===== config.mk =====
export PLATFORM = sky130hd
export DESIGN_NAME = da_fir_filter
export DESIGN_NICKNAME = d
export VERILOG_FILES = /design/src/rtl/da_fir_pkg.sv /design/src/rtl/da_delay_line.sv /design/src/rtl/da_pair_mux.sv /design/src/rtl/da_bit_slice.sv /design/src/rtl/da_shift_acc.sv /design/src/rtl/da_fir_filter.sv
export SDC_FILE = /design/constraint.sdc
export NUM_CORES = 1
export LEC_CHECK = 0
export BUFFER_PORTS_ARGS = -buffer_cell sky130_fd_sc_hd__buf_2
export CORE_ASPECT_RATIO = 0.7
export CORE_MARGIN = 3
export CORE_UTILIZATION = 30
export DETAILED_ROUTE_END_ITERATION = 8
export HOLD_SLACK_MARGIN = 0.12
export SYNTH_ARGS = -nofsm -noshare
export SYNTH_HDL_FRONTEND = slang
export SYNTH_HIERARCHICAL = 1
export SYNTH_SLANG_ARGS = --single-unit

===== constraint.sdc =====
create_clock -name clk_i -period 11.5 [get_ports clk_i]
set_input_delay 2.3 -clock clk_i [delete_from_list [all_inputs] [get_ports clk_i]]
set_output_delay 2.3 -clock clk_i [all_outputs]
set_load 0.005 [all_outputs]

===== src/rtl/da_fir_pkg.sv =====
package da_fir_pkg;
  localparam int TAPS  = 16;
  localparam int DW    = 16;
  localparam int CW    = 16;
  localparam int ACC_W = 34;

  typedef logic signed [CW-1:0] coef_t;

  localparam coef_t DEF_COEF [TAPS] = '{
    -16'sd120, -16'sd310, 16'sd0,    16'sd812,
     16'sd1650, 16'sd2970, 16'sd4410, 16'sd5380,
     16'sd5380, 16'sd4410, 16'sd2970, 16'sd1650,
     16'sd812,  16'sd0,   -16'sd310, -16'sd120
  };
endpackage


===== src/rtl/da_delay_line.sv =====
module da_delay_line #(
  parameter int TAPS = 16,
  parameter int DW   = 16
) (
  input  logic          clk_i,
  input  logic          rst_ni,
  input  logic          shift_i,
  input  logic [DW-1:0] din_i,
  output logic [DW-1:0] taps_o [TAPS]
);
  always_ff @(posedge clk_i or negedge rst_ni) begin
    if (!rst_ni) begin
      for (int k = 0; k < TAPS; k++) taps_o[k] <= '0;
    end else if (shift_i) begin
      taps_o[0] <= din_i;
      for (int k = 1; k < TAPS; k++) taps_o[k] <= taps_o[k-1];
    end
  end


  shift_in_chk: assert property (@(posedge clk_i) disable iff (!rst_ni)
    shift_i |=> taps_o[0] == $past(din_i));
endmodule


===== src/rtl/da_pair_mux.sv =====
module da_pair_mux #(
  parameter int CW = 16,
  parameter logic signed [CW-1:0] CA = '0,
  parameter logic signed [CW-1:0] CB = '0
) (
  input  logic [1:0]         sel_i,
  output logic signed [CW:0] val_o
);
  localparam logic signed [CW:0] EA = {CA[CW-1], CA};
  localparam logic signed [CW:0] EB = {CB[CW-1], CB};
  localparam logic signed [CW:0] EAB = EA + EB;

  always_comb begin
    unique case (sel_i)
      2'b00:   val_o = '0;
      2'b01:   val_o = EA;
      2'b10:   val_o = EB;
      default: val_o = EAB;
    endcase
  end
endmodule


===== src/rtl/da_bit_slice.sv =====
module da_bit_slice #(
  parameter int TAPS = 16,
  parameter int CW   = 16,
  parameter logic signed [CW-1:0] COEF [TAPS] = '{default: '0},
  localparam int PAIRS = TAPS / 2,
  localparam int PS_W  = CW + $clog2(TAPS)
) (
  input  logic [TAPS-1:0]          bits_i,
  output logic signed [PS_W-1:0]   ps_o
);
  logic signed [CW:0] mux_s [PAIRS];

  for (genvar p = 0; p < PAIRS; p++) begin : g_pair
    da_pair_mux #(.CW(CW), .CA(COEF[2*p]), .CB(COEF[2*p+1])) u_mux (
      .sel_i ({bits_i[2*p+1], bits_i[2*p]}),
      .val_o (mux_s[p])
    );
  end

  always_comb begin
    ps_o = '0;
    for (int p = 0; p < PAIRS; p++)
      ps_o = ps_o + PS_W'(mux_s[p]);
  end
endmodule


===== src/rtl/da_shift_acc.sv =====
module da_shift_acc #(
  parameter int PS_W  = 20,
  parameter int ACC_W = 34,
  parameter int DW    = 16,
  localparam int SH_W = $clog2(DW)
) (
  input  logic                    clk_i,
  input  logic                    rst_ni,
  input  logic                    en_i,
  input  logic                    first_i,
  input  logic                    last_i,
  input  logic [SH_W-1:0]         shamt_i,
  input  logic signed [PS_W-1:0]  ps_i,
  output logic signed [ACC_W-1:0] acc_next_o
);
  logic signed [ACC_W-1:0] acc_q, ps_ext, weighted;

  assign ps_ext   = {{(ACC_W-PS_W){ps_i[PS_W-1]}}, ps_i};
  assign weighted = ps_ext <<< shamt_i;

  always_comb begin
    if (first_i)     acc_next_o = weighted;
    else if (last_i) acc_next_o = acc_q - weighted; // sign position weighs -2^(DW-1)
    else             acc_next_o = acc_q + weighted;
  end

  always_ff @(posedge clk_i or negedge rst_ni) begin
    if (!rst_ni)   acc_q <= '0;
    else if (en_i) acc_q <= acc_next_o;
  end
endmodule


===== src/rtl/da_fir_filter.sv =====
module da_fir_filter #(
  parameter int TAPS  = da_fir_pkg::TAPS,
  parameter int DW    = da_fir_pkg::DW,
  parameter int CW    = da_fir_pkg::CW,
  parameter int ACC_W = da_fir_pkg::ACC_W,
  parameter logic signed [CW-1:0] COEF [TAPS] = da_fir_pkg::DEF_COEF
) (
  input  logic             clk_i,
  input  logic             rst_ni,
  input  logic [DW-1:0]    sample_i,
  input  logic             sample_valid_i,
  output logic             busy_o,
  output logic [ACC_W-1:0] result_o,
  output logic             result_valid_o
);
  localparam int SH_W = $clog2(DW);
  localparam int PS_W = CW + $clog2(TAPS);

  logic                    busy_q, valid_q, accept_s, last_s;
  logic [SH_W-1:0]         bit_q;
  logic [DW-1:0]           taps_s [TAPS];
  logic [TAPS-1:0]         bits_s;
  logic signed [PS_W-1:0]  ps_s;
  logic signed [ACC_W-1:0] acc_next_s;
  logic [ACC_W-1:0]        res_q;

  assign accept_s = sample_valid_i & ~busy_q;
  assign last_s   = (bit_q == SH_W'(DW-1));

  da_delay_line #(.TAPS(TAPS), .DW(DW)) u_dly (
    .clk_i   (clk_i),
    .rst_ni  (rst_ni),
    .shift_i (accept_s),
    .din_i   (sample_i),
    .taps_o  (taps_s)
  );

  always_comb begin
    for (int k = 0; k < TAPS; k++) bits_s[k] = taps_s[k][bit_q];
  end

  da_bit_slice #(.TAPS(TAPS), .CW(CW), .COEF(COEF)) u_slice (
    .bits_i (bits_s),
    .ps_o   (ps_s)
  );

  da_shift_acc #(.PS_W(PS_W), .ACC_W(ACC_W), .DW(DW)) u_acc (
    .clk_i      (clk_i),
    .rst_ni     (rst_ni),
    .en_i       (busy_q),
    .first_i    (bit_q == '0),
    .last_i     (last_s),
    .shamt_i    (bit_q),
    .ps_i       (ps_s),
    .acc_next_o (acc_next_s)
  );

  always_ff @(posedge clk_i or negedge rst_ni) begin
    if (!rst_ni) begin
      busy_q  <= 1'b0;
      valid_q <= 1'b0;
      bit_q   <= '0;
      res_q   <= '0;
    end else begin
      valid_q <= 1'b0;
      if (busy_q) begin
        if (last_s) begin
          busy_q  <= 1'b0;
          valid_q <= 1'b1;
          res_q   <= acc_next_s;
        end else begin
          bit_q <= bit_q + 1'b1;
        end
      end else if (accept_s) begin
        busy_q <= 1'b1;
        bit_q  <= '0;
      end
    end
  end

  assign busy_o         = busy_q;
  assign result_o       = res_q;
  assign result_valid_o = valid_q;


  valid_pulse_chk: assert property (@(posedge clk_i) disable iff (!rst_ni)
    result_valid_o |=> !result_valid_o);

  busy_valid_excl_chk: assert property (@(posedge clk_i) disable iff (!rst_ni)
    !(busy_o && result_valid_o));

  done_pulse_chk: assert property (@(posedge clk_i) disable iff (!rst_ni)
    $fell(busy_o) |-> result_valid_o);

  busy_ignore_chk: assert property (@(posedge clk_i) disable iff (!rst_ni)
    (busy_o && sample_valid_i) |=> $stable(taps_s[0]));

  result_hold_chk: assert property (@(posedge clk_i) disable iff (!rst_ni)
    !$stable(result_o) |-> result_valid_o);
endmodule


==> Word-level counts from Yosys, hierarchy flattened <==
Cells that the tools add are included.
{ "op_classes": {"reduce_logical": 14, "magnitude_cmp": 1, "addsub": 10, "mux": 50, "bitwise": 2, "eq_ne": 16, "shifts": 1} }
{ "op_table": {"columns": ["operator", "n"], "rows": [
  ["$pmux 17 s3", 2],
  ["$pmux 14 s3", 2],
  ["$pmux 13 s3", 2],
  ["$mux 34", 2],
  ["$bmux 1 s4", 16],
  ["$add 20x14->20", 2],
  ["$add 20x15->20", 2],
  ["$add 34x34->34", 1],
  ["$sshl 20x4->34", 1],
  ["$sub 34x34->34", 1],
  ["$mux 1", 21],
  ["$add 20x11->20", 1],
  ["$add 20x17->20", 1],
  ["$mux 10", 2],
  ["$add 17x11->18", 1],
  ["$logic_not 2->1", 8],
  ["$eq 2x1->1 const B", 7],
  ["$eq 2x2->1 const B", 7],
  ["$mux 4", 3],
  ["$lt 4x5->1 const B", 1],
  ["$add 4x1->4 const B", 1],
  ["$eq 4x4->1 const B", 1],
  ["$logic_not 4->1", 1],
  ["$reduce_and 2->1", 2],
  ["5 further kinds", 6]
]} }
{ "totals": {"out_inout_bits": 36, "elab_cells": 115, "register_bits": 330, "in_bits": 19} }

==> Longest topological paths before layout <==
Gate-level depths: netlist of the first run.
{ "logic_depth": {"ltp_word": 16, "depth_mapped": 47, "mapped_depth_nobuf": 43} }

==> Cells and area by module <==
The synthesis of the first run kept the hierarchy.
{ "by_module_without_submodules": {"columns": ["mod", "cells_per_inst", "seq_area_each_um2", "area_per_inst_um2", "instances"], "rows": [
  ["da_delay_line", 540, 6406.1, 9594.2, 1],
  ["da_shift_acc", 674, 850.8, 5714.2, 1],
  ["da_bit_slice", 445, 0.0, 3831.2, 1],
  ["da_fir_filter", 272, 1001.0, 3651.0, 1],
  ["da_pair_mux (u_slice.g_pair[3].u_mux ...)", 22, 0.0, 162.7, 2],
  ["da_pair_mux (u_slice.g_pair[0].u_mux ...)", 21, 0.0, 161.4, 2],
  ["da_pair_mux (u_slice.g_pair[2].u_mux ...)", 20, 0.0, 153.9, 2],
  ["da_pair_mux (u_slice.g_pair[1].u_mux ...)", 18, 0.0, 127.6, 2]
]} }

==> Worst setup path before layout of the first run <==
Ideal clock, no wire load.
{ "synth_timing": {"path_type": "flip-flop to flip-flop", "start": "register bit_q[0]", "end": "register res_q[32], in the netlist result_o[32]", "setup_ps": 125, "t_required_ps": 11375, "arrival_ps": 9637, "slack_ps": 1739, "path_buffers": 4, "synth_period_minus_slack_ps": 9761, "path_stages_with_launch": 43, "cell_sequence": "dfrtp_1 -> buf_6 -> buf_6 -> mux4_2 -> a22oi_1 -> o21ai_1 -> ha_1 -> or2_1 -> buf_4 -> inv_1 -> fa_1 -> inv_1 -> fa_1 -> fa_1 -> inv_1 -> fa_1 -> inv_1 -> ha_1 -> (+7 left out) -> a22o_1 -> or2_0 -> nand4bb_4 -> nor3_1 -> a21oi_1 -> xor2_1 -> ha_1 -> clkbuf_1 -> a21o_1 -> a21o_1 -> a21o_1 -> a41oi_1 -> nor2_1 -> a22oi_1 -> o311ai_0 -> xnor2_1 -> o21ai_0 -> mux2_2"} }
{ "synth_lines": {"columns": ["item", "line_no", "source"], "rows": [
  ["start, declared", "da_fir_filter.sv:20", "logic [SH_W-1:0] bit_q;"],
  ["start signal, assigned", "da_fir_filter.sv:72", "bit_q <= bit_q + 1'b1;"],
  ["end signal, assigned", "da_fir_filter.sv:70", "res_q <= acc_next_s;"],
  ["end, declared", "da_fir_filter.sv:25", "logic [ACC_W-1:0] res_q;"]
]} }

==> tab_implementation.tex, run 1 <==
\begin{tabular}{lr}
\hline
Metric & Value \\
\hline
\multicolumn{2}{l}{\textbf{CTS}} \\
\quad Clk sinks & 330 \\
\quad Clock input transition at the sequential cells of the worst setup and hold paths & 0.06 ns \\
\quad Insertion delay of the later-clocked pin in the worst-skew pair & 0.57 ns \\
\quad Clock root buffer & sky130\_fd\_sc\_hd\_\_clkbuf\_16 \\
\quad Number of buffers created by CTS & 37 \\
\quad Depth of the CTS H-tree & 2 \\
\quad Clock tree from TritonCTS & built \\
\quad Max Buffers Root-to-Sink & 3 \\
\multicolumn{2}{l}{\textbf{Detailed routing}} \\
\quad DRC violations left & 0 \\
\quad Final wirelength & 51.8 mm \\
\quad Iteration-0 DRC count of the detailed router & 1105 \\
\quad Total number of vias & 15000 \\
\quad WL per Instance & approximately 17 um \\
\quad Drt pass-1 iters & 7 \\
\quad Via-per-instance ratio & between 4 and 5 \\
\quad Routed Antenna Nets & 0 \\
\multicolumn{2}{l}{\textbf{Global route}} \\
\quad GR Util met3 & 1.54\% \\
\quad Vias in the first global route & around 15000 \\
\quad All-Layer GR Usage & around 13\% \\
\quad Wire length of the first global-routing pass & 84.5 mm \\
\quad Met1 global-route usage & 19.4\% \\
\quad Antenna violations before repair & 0 \\
\quad Met2 global-route usage & 18.2\% \\
\quad Busiest layer in global routing & met1 \\
\quad Total overflow reported by the global router & 0 \\
\quad Pin count of the biggest net entering global routing & 196 \\
\multicolumn{2}{l}{\textbf{Worst hold path}} \\
\quad Worst Hold Class & reg2reg \\
\quad Start point of the worst hold path & result\_o[7] \\
\multicolumn{2}{l}{\textbf{Logic synthesis}} \\
\quad Synthesized instance count & around 2100 \\
\quad Summed instance area of the synthesized netlist & 0.0238 mm2 \\
\quad Syn. warnings & 6 \\
\quad Mean area per synthesized cell & 11.5 um2 \\
\multicolumn{2}{l}{\textbf{Floorplanning}} \\
\quad Area of the die & 0.0827 mm2 \\
\quad Die Y & 241 um \\
\quad Count of standard-cell rows & 85 \\
\quad Top-Level Pins & 55 \\
\quad Core region area & 0.0776 mm2 \\
\quad Effective utilization at floorplan & 30.6\% \\
\quad Die span in x & 342 um \\
\multicolumn{2}{l}{\textbf{Worst setup path}} \\
\quad Startpoint of the most critical register-to-register path & bit\_q[1] \\
\quad WP data required & between 10 and 15 ns \\
\quad Sort of element at the end of the critical path & register \\
\quad Critical path launch point type & register \\
\quad Worst path max stage delay & 0.59 ns \\
\quad Critical Path Source & bit\_q[1] \\
\quad Slowest cell on the critical path & sky130\_fd\_sc\_hd\_\_dfrtp\_4 \\
\quad Crit path arrival time & about 11 ns \\
\quad Crit path max fanout & 12 \\
\quad Worst Path Class, Setup & reg2reg \\
\multicolumn{2}{l}{\textbf{STA}} \\
\quad Maximum clock frequency & 90.9 MHz \\
\quad Final Hold Vio Count & 0 \\
\quad Fin Setup TNS & 0 ns \\
\quad Share of the clock period used by the worst path after layout & 95.7\% \\
\quad Worst Clk Skew & around 0.023 ns \\
\quad Time the final worst path needs with I/O delays and setup & around 11 ns \\
\quad Endpoints failing setup & 0 \\
\quad Worst slew margin & 25.3\% \\
\quad Unrepaired setup endpoints after global routing & false \\
\quad Count of final max-slew check failures & 0 \\
\quad Actual slew at the worst max-slew pin & roughly 1.1 ns \\
\multicolumn{2}{l}{\textbf{Outcome}} \\
\quad Run status & finished clean \\
\multicolumn{2}{l}{\textbf{Placement}} \\
\quad Total placed cells including tap cells & 3048 \\
\quad Buffers added on ports & 54 \\
\quad Global placement routability congestion & 0.895 \\
\quad HPWL after DPL & 37.6 mm \\
\multicolumn{2}{l}{\textbf{Final layout}} \\
\quad Most frequent cells in the layout & sky130\_fd\_sc\_hd\_\_mux2\_2, sky130\_fd\_sc\_hd\_\_dfrtp\_1, sky130\_fd\_sc\_hd\_\_inv\_1 \\
\quad Sequential standard cell area & 0.00827 mm2 \\
\quad Final Net Count & roughly 2300 \\
\quad Fraction of layout instances using a drive strength above 1 & around 28\% \\
\quad Post-route insts no fill & approximately 3100 \\
\quad Count of filler cells inserted in the layout & 7686 \\
\quad Number of antenna cells inserted & 0 \\
\quad Most frequent standard cell in the layout excluding fill and tap cells & sky130\_fd\_sc\_hd\_\_mux2\_2 \\
\quad Area of the multi-input gates & between 0.01 and 0.015 mm2 \\
\quad P\&R area growth vs syn & 8.26\% \\
\multicolumn{2}{l}{\textbf{Flow run}} \\
\quad Number of max-cap violations & 0 \\
\hline
\end{tabular}
per-stage QoR:
step,setup WS [ns],util (%),cell area (um2),hold WS (ns)
finish,0.500,33.1,25700,0.495
global placement,0.434,31.3,24300,0.472
global route,0.0143,33.1,25700,0.512
detailed placement,0.347,31.3,24300,0.488
floorplan,1.76,-,23900,0.465
CTS,0.273,33.0,25600,0.501
routing by layer:
metal | wire (um) | vias to the layer above
li1 | - | 6982
met1 | 26700 | 7690
met2 | 21800 | 274
met3 | 2120 | 70
met4 | 1150 | 0
met5 | 0 | -
worst max-delay path: cells and delay by family, from the launching register on:
family                     cells  cell delay (ns)
AOI/OAI and AO/OA             13             3.24
xor gates and xnor gates       3             0.62
adders and majority gates      7             3.06
buffers and inverters          6             0.60
DFF                            1             0.59
muxes                          5             1.42
and+or+nand+nor                6             1.32
path summary, 6_finish.rpt:
check / end / slack (ns) / cells past startpoint
setup / recovery: result_o[30] / 0.50 / 40
hold / removal: result_o[7] / 0.50 / 1
setup reg to reg: result_o[30] / 0.50 / 40
hold reg to reg: result_o[7] / 0.50 / 1
max in group asynchronous: u_dly/taps_o[131] / 8.26 / 2
min in group asynchronous: result_o[20] / 1.80 / 1
registers in the layout (all words and copies together), names as in the netlist:
signal,flops
result_o,34
u_dly/taps_o,256
bit_q,4
busy_o,1
result_valid_o,1
u_acc/acc_q,34
final cells by class:
cell class	count	share of cell area, %
clock buffers	49	4.13
clock inverters	17	0.851
inverters	272	3.97
multi-input cells	1313	51.1
flip-flops and latches	330	32.1
well taps	1044	5.08
repair buffers	95	2.75
repair_timing:
| item | in CTS | in global routing |
|---|---|---|
| endpoints found under the hold margin | 0 | 0 |
| buffers inserted | 0 | 5 |
| hold buffers | 0 | 0 |
| gates resized for setup | 0 | 12 |
| endpoints found under the setup margin | 0 | 20 |
Power of run 1 is not shown: default switching activity piles up to over one toggle a cycle in this logic, so the estimate is an artifact.
==> run 2, diff against run 1 <==
--- a/config.mk
+++ b/config.mk
@@ -6,11 +6,11 @@
 export NUM_CORES = 1
 export LEC_CHECK = 0
 export BUFFER_PORTS_ARGS = -buffer_cell sky130_fd_sc_hd__buf_2
-export CORE_ASPECT_RATIO = 0.7
 export CORE_MARGIN = 3
-export CORE_UTILIZATION = 30
+export CORE_UTILIZATION = 50
 export DETAILED_ROUTE_END_ITERATION = 8
 export HOLD_SLACK_MARGIN = 0.12
+export PLACE_DENSITY = 0.66
 export SYNTH_ARGS = -nofsm -noshare
 export SYNTH_HDL_FRONTEND = slang
 export SYNTH_HIERARCHICAL = 1
==> run 2 against run 1 <==
Utilization increased by 21 points. Worst setup slack better by 0.090 ns. Register-to-register slack improved by 0.09 ns. Final area shrank 2.4%. Die area fell by 39%. Worst hold slack lost 0.0020 ns. Via count shrank 1.2%. Clock skew fell by 0.0070 ns. Count of clock-buffer cells in the layout increased by 7. Flip-flop and latch count stayed put. Sequential share of layout area rose by 0.79 points. Critical path type unchanged. Critical endpoint unchanged.
==> tab_implementation.tex, run 2 (synthesis gave the netlist of run 1 again) <==
\begin{tabular}{lr}
\hline
Metric & Value \\
\hline
\multicolumn{2}{l}{\textbf{Final layout}} \\
\quad Final core utilization & 53.7\% (was 33.1\%) \\
\quad Final Net Count & 2245 (was 2252) \\
\quad P\&R area growth vs syn & 5.65\% (was 8.26\%) \\
\quad Number of antenna cells inserted & 0 (unchanged) \\
\quad Flip-flop count of the largest register after layout & 256 (unchanged) \\
\quad Reg with most FFs & u\_dly/taps\_o (unchanged) \\
\quad Count of filler cells inserted in the layout & 4007 (was 7686) \\
\quad Fraction of layout instances using a drive strength above 1 & 28.0\% (was 28.2\%) \\
\quad Most frequent cells in the layout & sky130\_fd\_sc\_hd\_\_mux2\_2, sky130\_fd\_sc\_hd\_\_dfrtp\_1, sky130\_fd\_sc\_hd\_\_inv\_1 (unchanged) \\
\quad Most frequent standard cell in the layout excluding fill and tap cells & sky130\_fd\_sc\_hd\_\_mux2\_2 (unchanged) \\
\multicolumn{2}{l}{\textbf{Floorplanning}} \\
\quad Die span in x & 224 um (was 342 um) \\
\quad Top-Level Pins & 55 (unchanged) \\
\quad Effective utilization at floorplan & 50.8\% (was 30.6\%) \\
\quad Count of standard-cell rows & 79 (was 85) \\
\quad Die Y & 224 um (was 241 um) \\
\quad Area of the die & 0.0502 mm2 (was 0.0827 mm2) \\
\quad Core region area & 0.0468 mm2 (was 0.0776 mm2) \\
\multicolumn{2}{l}{\textbf{Worst setup path}} \\
\quad Critical path launch point type & register (unchanged) \\
\quad Crit path buf inv count & 7 (was 6) \\
\quad Critical path's top delay family & adder cells (was compound AO/OA/AOI/OAI gates) \\
\quad Worst path max stage delay & 0.56 ns (was 0.59 ns) \\
\quad Crit path arrival time & 11.36 ns (was 11.44 ns) \\
\quad Slowest cell on the critical path & sky130\_fd\_sc\_hd\_\_dfrtp\_4 (unchanged) \\
\quad Most used cell along the critical path & sky130\_fd\_sc\_hd\_\_inv\_1 \\
\quad Crit path max fanout & 12 (unchanged) \\
\quad WP data required & 11.95 ns (was 11.94 ns) \\
\quad Worst Path Class, Setup & reg2reg (unchanged) \\
\quad Sort of element at the end of the critical path & register (unchanged) \\
\multicolumn{2}{l}{\textbf{Global route}} \\
\quad Vias in the first global route & 15300 (about the same) \\
\quad Wire length of the first global-routing pass & 80.9 mm (was 84.5 mm) \\
\quad Total overflow reported by the global router & 0 (unchanged) \\
\quad All-Layer GR Usage & 19.8\% (was 12.5\%) \\
\quad Pin count of the biggest net entering global routing & 194 (was 196) \\
\quad Antenna violations before repair & 0 (unchanged) \\
\multicolumn{2}{l}{\textbf{STA}} \\
\quad Endpoints failing setup & 0 (unchanged) \\
\quad Count of final max-slew check failures & 0 (unchanged) \\
\quad Fin Setup TNS & 0 ns (unchanged) \\
\quad Worst slew margin & 20.2\% (was 25.3\%) \\
\quad Share of the clock period used by the worst path after layout & 94.9\% (was 95.7\%) \\
\quad Worst Clk Skew & 0.0161 ns (was 0.0231 ns) \\
\quad Time the final worst path needs with I/O delays and setup & 10.91 ns (was 11.00 ns) \\
\quad Unrepaired setup endpoints after global routing & false (unchanged) \\
\quad Maximum clock frequency & 91.7 MHz (was 90.9 MHz) \\
\quad Actual slew at the worst max-slew pin & 1.20 ns (was 1.12 ns) \\
\quad Final Hold Vio Count & 0 (unchanged) \\
\multicolumn{2}{l}{\textbf{CTS}} \\
\quad Clk sinks & 330 (unchanged) \\
\quad Clock input transition at the sequential cells of the worst setup and hold paths & 0.06 ns (about the same) \\
\quad Insertion delay of the later-clocked pin in the worst-skew pair & 0.57 ns (about the same) \\
\quad Number of buffers created by CTS & 39 (was 37) \\
\quad Depth of the CTS H-tree & 2 (unchanged) \\
\quad Clock tree from TritonCTS & built (unchanged) \\
\quad Max Buffers Root-to-Sink & 3 (unchanged) \\
\quad Clock root buffer & sky130\_fd\_sc\_hd\_\_clkbuf\_16 (unchanged) \\
\quad Post-CTS Hold Buffers & 0 (unchanged) \\
\multicolumn{2}{l}{\textbf{Placement}} \\
\quad Global placement routability congestion & 0.898 (was 0.895) \\
\quad Buffers added on ports & 54 (unchanged) \\
\quad HPWL after DPL & 35.7 mm (was 37.6 mm) \\
\multicolumn{2}{l}{\textbf{Detailed routing}} \\
\quad DRC violations left & 0 (unchanged) \\
\quad Iteration-0 DRC count of the detailed router & 978 (was 1105) \\
\quad WL per Instance & 18.5 um (was 16.6 um) \\
\quad Drt pass-1 iters & 5 (was 7) \\
\quad Final wirelength & 49.5 mm (was 51.8 mm) \\
\quad Total number of vias & 14800 (was 15000) \\
\quad Routed Antenna Nets & 0 (unchanged) \\
\quad Via-per-instance ratio & 5.54 (was 4.81) \\
\multicolumn{2}{l}{\textbf{Flow run}} \\
\quad Number of max-cap violations & 0 (unchanged) \\
\multicolumn{2}{l}{\textbf{Worst hold path}} \\
\quad Worst Hold Class & reg2reg (unchanged) \\
\multicolumn{2}{l}{\textbf{Outcome}} \\
\quad Run status & finished clean (unchanged) \\
\hline
\end{tabular}
==> run 2: worst paths after layout <==
check / start / to / slack [ns] / cells after the start
max reg2reg: bit_q[0] / result_o[30] / 0.59 / 40
min reg2reg: result_o[7] / result_o[7] / 0.49 / 1
min in group asynchronous: rst_ni / u_dly/taps_o[228] / 1.77 / 1
max: bit_q[0] / result_o[30] / 0.59 / 40
min: result_o[7] / result_o[7] / 0.49 / 1
max in group asynchronous: rst_ni / bit_q[1] / 8.19 / 2
==> run 2: what timing repair did <==
item / CTS / global route
setup buffers: 0 / 1
setup endpoints to repair: 0 / 18
resized for setup: 0 / 14
==> run 2: metal layers <==
metal / vias to the layer above / global-route usage (%) / share of wire (%)
met4: 0 / 5.26 / 2.2
met5: - / 0 / 0
met2: 245 / 31.2 / 46
li1: 6949 / - / -
met3: 72 / 3.09 / 3.7
met1: 7571 / 28.8 / 48
==> run 2: stage by stage <==
stage | hold WS (ns) | instances | area (um2) | worst slack [ns]
2_1_floorplan | 0.465 | 2121 | 23900 | 1.76
3_3_place_gp | 0.473 | 2607 | 23700 | 0.515
3_5_place_dp | 0.476 | 2607 | 23700 | 0.360
4_1_cts | 0.498 | 2677 | 25000 | 0.346
5_1_grt | 0.506 | 2678 | 25100 | 0.0538
6_report | 0.493 | 2678 | 25100 | 0.590
==> run 2: final cells by class <==
| class | count | area (um2) | area share (%) |
|---|---|---|---|
| multi-input combinational | 1313 | 13200 | 52.5 |
| clock buffer | 56 | 1130 | 4.50 |
| sequential | 330 | 8270 | 32.9 |
| timing repair buffer | 86 | 577 | 2.30 |
| clock inverter | 14 | 170 | 0.678 |
| inverter | 272 | 1020 | 4.07 |
| tap | 607 | 759 | 3.03 |
Power of run 2 is left out for the same reason.
==> run 3, diff against run 2 <==
--- a/config.mk
+++ b/config.mk
@@ -6,12 +6,10 @@
 export NUM_CORES = 1
 export LEC_CHECK = 0
 export BUFFER_PORTS_ARGS = -buffer_cell sky130_fd_sc_hd__buf_2
-export CORE_MARGIN = 3
 export CORE_UTILIZATION = 50
 export DETAILED_ROUTE_END_ITERATION = 8
 export HOLD_SLACK_MARGIN = 0.12
 export PLACE_DENSITY = 0.66
 export SYNTH_ARGS = -nofsm -noshare
 export SYNTH_HDL_FRONTEND = slang
-export SYNTH_HIERARCHICAL = 1
 export SYNTH_SLANG_ARGS = --single-unit
==> run 3 against run 2 <==
Flip-flop and latch count unchanged. Final cell count up 12%. Fmax down 0.60%. Critical endpoint is now u_acc.acc_q[33]. Highest routed layer unchanged.
==> tab_implementation.tex, run 3 <==
\begin{tabular}{lr}
\hline
Metric & Value \\
\hline
\multicolumn{2}{l}{\textbf{Worst setup path}} \\
\quad Worst Path Class, Setup & reg2reg (unchanged) \\
\quad Crit path arrival time & 11.42 ns (was 11.36 ns) \\
\quad Critical path launch point type & register (unchanged) \\
\quad Worst path max stage delay & 0.56 ns (about the same) \\
\quad Most used cell along the critical path & sky130\_fd\_sc\_hd\_\_fa\_1 (was sky130\_fd\_sc\_hd\_\_inv\_1) \\
\quad WP data required & 11.94 ns (was 11.95 ns) \\
\quad Slowest cell on the critical path & sky130\_fd\_sc\_hd\_\_mux4\_2 (was sky130\_fd\_sc\_hd\_\_dfrtp\_4) \\
\quad Reg-to-reg critical path endpoint & u\_acc.acc\_q[33] (was result\_o[30]) \\
\quad Startpoint of the most critical register-to-register path & bit\_q[0] (unchanged) \\
\quad Sort of element at the end of the critical path & register (unchanged) \\
\quad Path depth of the worst reg2reg path & 38 (was 40) \\
\quad FF-to-FF setup slack & 0.52 ns (was 0.59 ns) \\
\quad Crit path max fanout & 6 (was 12) \\
\multicolumn{2}{l}{\textbf{Global route}} \\
\quad Wire length of the first global-routing pass & 87.4 mm (was 80.9 mm) \\
\quad All-Layer GR Usage & 24.6\% (was 19.8\%) \\
\quad Antenna violations before repair & 0 (unchanged) \\
\quad Vias in the first global route & 16500 (was 15300) \\
\quad Total overflow reported by the global router & 0 (unchanged) \\
\quad Pin count of the biggest net entering global routing & 223 (was 194) \\
\multicolumn{2}{l}{\textbf{Final layout}} \\
\quad P\&R area growth vs syn & 9.43\% (was 5.65\%) \\
\quad Count of filler cells inserted in the layout & 3813 (was 4007) \\
\quad Most frequent cells in the layout & sky130\_fd\_sc\_hd\_\_nand2\_1, sky130\_fd\_sc\_hd\_\_dfrtp\_1, sky130\_fd\_sc\_hd\_\_inv\_1 (was sky130\_fd\_sc\_hd\_\_mux2\_2, sky130\_fd\_sc\_hd\_\_dfrtp\_1, sky130\_fd\_sc\_hd\_\_inv\_1) \\
\quad Sequential standard cell area & 0.00827 mm2 (about the same) \\
\quad Fraction of layout instances using a drive strength above 1 & 11.4\% (was 28.0\%) \\
\quad Area of the multi-input gates & 0.0123 mm2 (was 0.0132 mm2) \\
\quad Reg with most FFs & u\_dly.taps\_o (was u\_dly/taps\_o) \\
\quad Flip-flop count of the largest register after layout & 256 (unchanged) \\
\quad Final design instance area without fill & 0.0235 mm2 (was 0.0251 mm2) \\
\quad Most frequent standard cell in the layout excluding fill and tap cells & sky130\_fd\_sc\_hd\_\_nand2\_1 (was sky130\_fd\_sc\_hd\_\_mux2\_2) \\
\quad Final Net Count & 2611 (was 2245) \\
\quad Number of antenna cells inserted & 0 (unchanged) \\
\multicolumn{2}{l}{\textbf{STA}} \\
\quad Maximum clock frequency & 91.1 MHz (was 91.7 MHz) \\
\quad Count of final max-slew check failures & 0 (unchanged) \\
\quad Share of the clock period used by the worst path after layout & 95.4\% (was 94.9\%) \\
\quad Final Hold Vio Count & 0 (unchanged) \\
\quad Final critical-path setup slack & 0.524 ns (was 0.590 ns) \\
\quad Worst Clk Skew & 0.0198 ns (was 0.0161 ns) \\
\quad Actual slew at the worst max-slew pin & 1.08 ns (was 1.20 ns) \\
\quad Time the final worst path needs with I/O delays and setup & 10.98 ns (was 10.91 ns) \\
\quad Final hold slack & 0.464 ns (was 0.493 ns) \\
\quad Worst slew margin & 27.8\% (was 20.2\%) \\
\quad Endpoints failing setup & 0 (unchanged) \\
\multicolumn{2}{l}{\textbf{CTS}} \\
\quad Post-CTS Hold Buffers & 0 (unchanged) \\
\quad Insertion delay of the later-clocked pin in the worst-skew pair & 0.56 ns (was 0.57 ns) \\
\quad Depth of the CTS H-tree & 2 (unchanged) \\
\quad Clock input transition at the sequential cells of the worst setup and hold paths & 0.06 ns (about the same) \\
\quad Clock root buffer & sky130\_fd\_sc\_hd\_\_clkbuf\_16 (unchanged) \\
\quad Clk sinks & 330 (unchanged) \\
\quad Number of buffers created by CTS & 35 (was 39) \\
\quad Clock tree from TritonCTS & built (unchanged) \\
\quad Max Buffers Root-to-Sink & 3 (unchanged) \\
\multicolumn{2}{l}{\textbf{Worst hold path}} \\
\quad Sink of the worst hold path & u\_dly.taps\_o[195] (was result\_o[7]) \\
\quad Cell depth of the worst min-delay path & 2 (was 1) \\
\quad Start point of the worst hold path & u\_dly.taps\_o[211] (was result\_o[7]) \\
\quad Worst Hold Class & reg2reg (unchanged) \\
\multicolumn{2}{l}{\textbf{Logic synthesis}} \\
\quad Synth top area share & 38.5\% \\
\quad Post-Syn Nets & approximately 2600 \\
\quad Top-count cell post-synth & sky130\_fd\_sc\_hd\_\_nand2\_1 \\
\quad Part of the Yosys area used for sequential elements & 38.5\% \\
\quad Synthesized instance count & 2442 (was 2075) \\
\quad Commonest cells in the synthesized netlist & sky130\_fd\_sc\_hd\_\_nand2\_1, sky130\_fd\_sc\_hd\_\_dfrtp\_1, sky130\_fd\_sc\_hd\_\_inv\_1 \\
\quad Syn. warnings & 0 (was 6) \\
\quad Mean area per synthesized cell & 8.79 um2 (was 11.5 um2) \\
\quad Main area contributors after synthesis & sky130\_fd\_sc\_hd\_\_dfrtp\_1, sky130\_fd\_sc\_hd\_\_nand2\_1, sky130\_fd\_sc\_hd\_\_mux4\_2 \\
\quad Number of synthesized flops with an enable pin & 0 \\
\quad Count of unique library cells instantiated by Yosys & 99 \\
\quad Post-synthesis cell type with the largest combined area & sky130\_fd\_sc\_hd\_\_dfrtp\_1 \\
\quad Flip-flop and latch count after synthesis & between 300 and 400 \\
\quad Synth Flop Type & sky130\_fd\_sc\_hd\_\_dfrtp\_1 \\
\quad Summed instance area of the synthesized netlist & 0.0215 mm2 (was 0.0238 mm2) \\
\quad Fraction of registers with async set or reset after synthesis & 100\% \\
\multicolumn{2}{l}{\textbf{Floorplanning}} \\
\quad Effective utilization at floorplan & 50.9\% (was 50.8\%) \\
\quad Die Y & 209 um (was 224 um) \\
\quad Top-Level Pins & 55 (unchanged) \\
\quad Count of standard-cell rows & 75 (was 79) \\
\quad Die span in x & 209 um (was 224 um) \\
\quad Area of the die & 0.0438 mm2 (was 0.0502 mm2) \\
\quad Core region area & 0.0421 mm2 (was 0.0468 mm2) \\
\multicolumn{2}{l}{\textbf{Placement}} \\
\quad Global placement routability congestion & 0.927 (was 0.898) \\
\quad Buffers added on ports & 54 (unchanged) \\
\quad Pre-CTS setup slack & 0.0380 ns (was 0.360 ns) \\
\quad HPWL after DPL & 36.7 mm (was 35.7 mm) \\
\quad Placed instance area & 0.0222 mm2 (was 0.0237 mm2) \\
\multicolumn{2}{l}{\textbf{Detailed routing}} \\
\quad Final wirelength & 52.1 mm (was 49.5 mm) \\
\quad Total number of vias & 17100 (was 14800) \\
\quad Drt pass-1 iters & 5 (unchanged) \\
\quad Routed Antenna Nets & 0 (unchanged) \\
\quad Iteration-0 DRC count of the detailed router & 1577 (was 978) \\
\quad Via-per-instance ratio & 5.68 (was 5.54) \\
\quad WL per Instance & 17.3 um (was 18.5 um) \\
\quad DRC violations left & 0 (unchanged) \\
\multicolumn{2}{l}{\textbf{Flow run}} \\
\quad Number of max-cap violations & 0 (unchanged) \\
\multicolumn{2}{l}{\textbf{Outcome}} \\
\quad Run status & finished clean (unchanged) \\
\hline
\end{tabular}
==> run 3: worst max-delay path by stage <==
stage	depth (start not counted)	from	slack (ns)	end
3_5_place_dp	41	bit_q[0]	0.04	u_acc.acc_q[32]
4_1_cts	41	bit_q[0]	0.22	u_acc.acc_q[32]
2_1_floorplan	46	bit_q[0]	0.09	u_acc.acc_q[32]
6_report	38	bit_q[0]	0.52	u_acc.acc_q[33]
5_1_grt	38	bit_q[0]	-0.04	u_acc.acc_q[33]
3_3_place_gp	39	bit_q[0]	0.19	u_acc.acc_q[32]
==> run 3: cells by family after synthesis <==
group | synth area share [%]
simple gates | 22.1
xor+xnor | 2.78
mux | 9.15
buf+inv | 4.65
flops | 38.5
fa+ha+maj | 10.8
compound gates | 12.1
==> run 3: metrics by stage <==
step	util (%)	instances	setup TNS (ns)
after floorplan	-	2442	0
after global placement	52.7	2932	0
after detailed placement	52.7	2932	0
after CTS	55.5	2996	0
after global routing	55.7	3002	-0.0397
final	55.7	3002	0
==> run 3: timing repair <==
action,CTS,global route
endpoints found under the setup margin,1,7
setup buffers,1,6
pin swaps,0,2
resized for setup,0,9
==> run 3: final cells by class <==
class / count / share of cell area, %
tap: 539 / 2.87
inverter: 120 / 1.93
multi-input combinational: 1857 / 52.2
clock buffer: 49 / 4.25
clock inverter: 14 / 0.698
sequential: 330 / 35.2
timing repair buffer: 93 / 2.85
==> run 3: worst max-delay path, delay by kind of cell, from the launching register on <==
kind                       cells  cell delay [ns]
AOI/OAI and AO/OA             11             2.34
and+or+nand+nor                8             2.30
xor gates and xnor gates       3             0.47
buffers and inverters          5             0.58
muxes                          3             1.61
DFF                            1             0.43
adders and majority gates      8             3.10
==> run 3: routing by layer <==
| metal | vias up | GRT usage, % | routed length (um) |
|---|---|---|---|
| li1 | 8207 | - | - |
| met1 | 8408 | 36.4 | 24800 |
| met2 | 386 | 38.1 | 23800 |
| met3 | 64 | 4.19 | 2590 |
| met4 | 0 | 5.12 | 958 |
| met5 | - | 0 | 0 |
Power of run 3 is left out for the same reason.
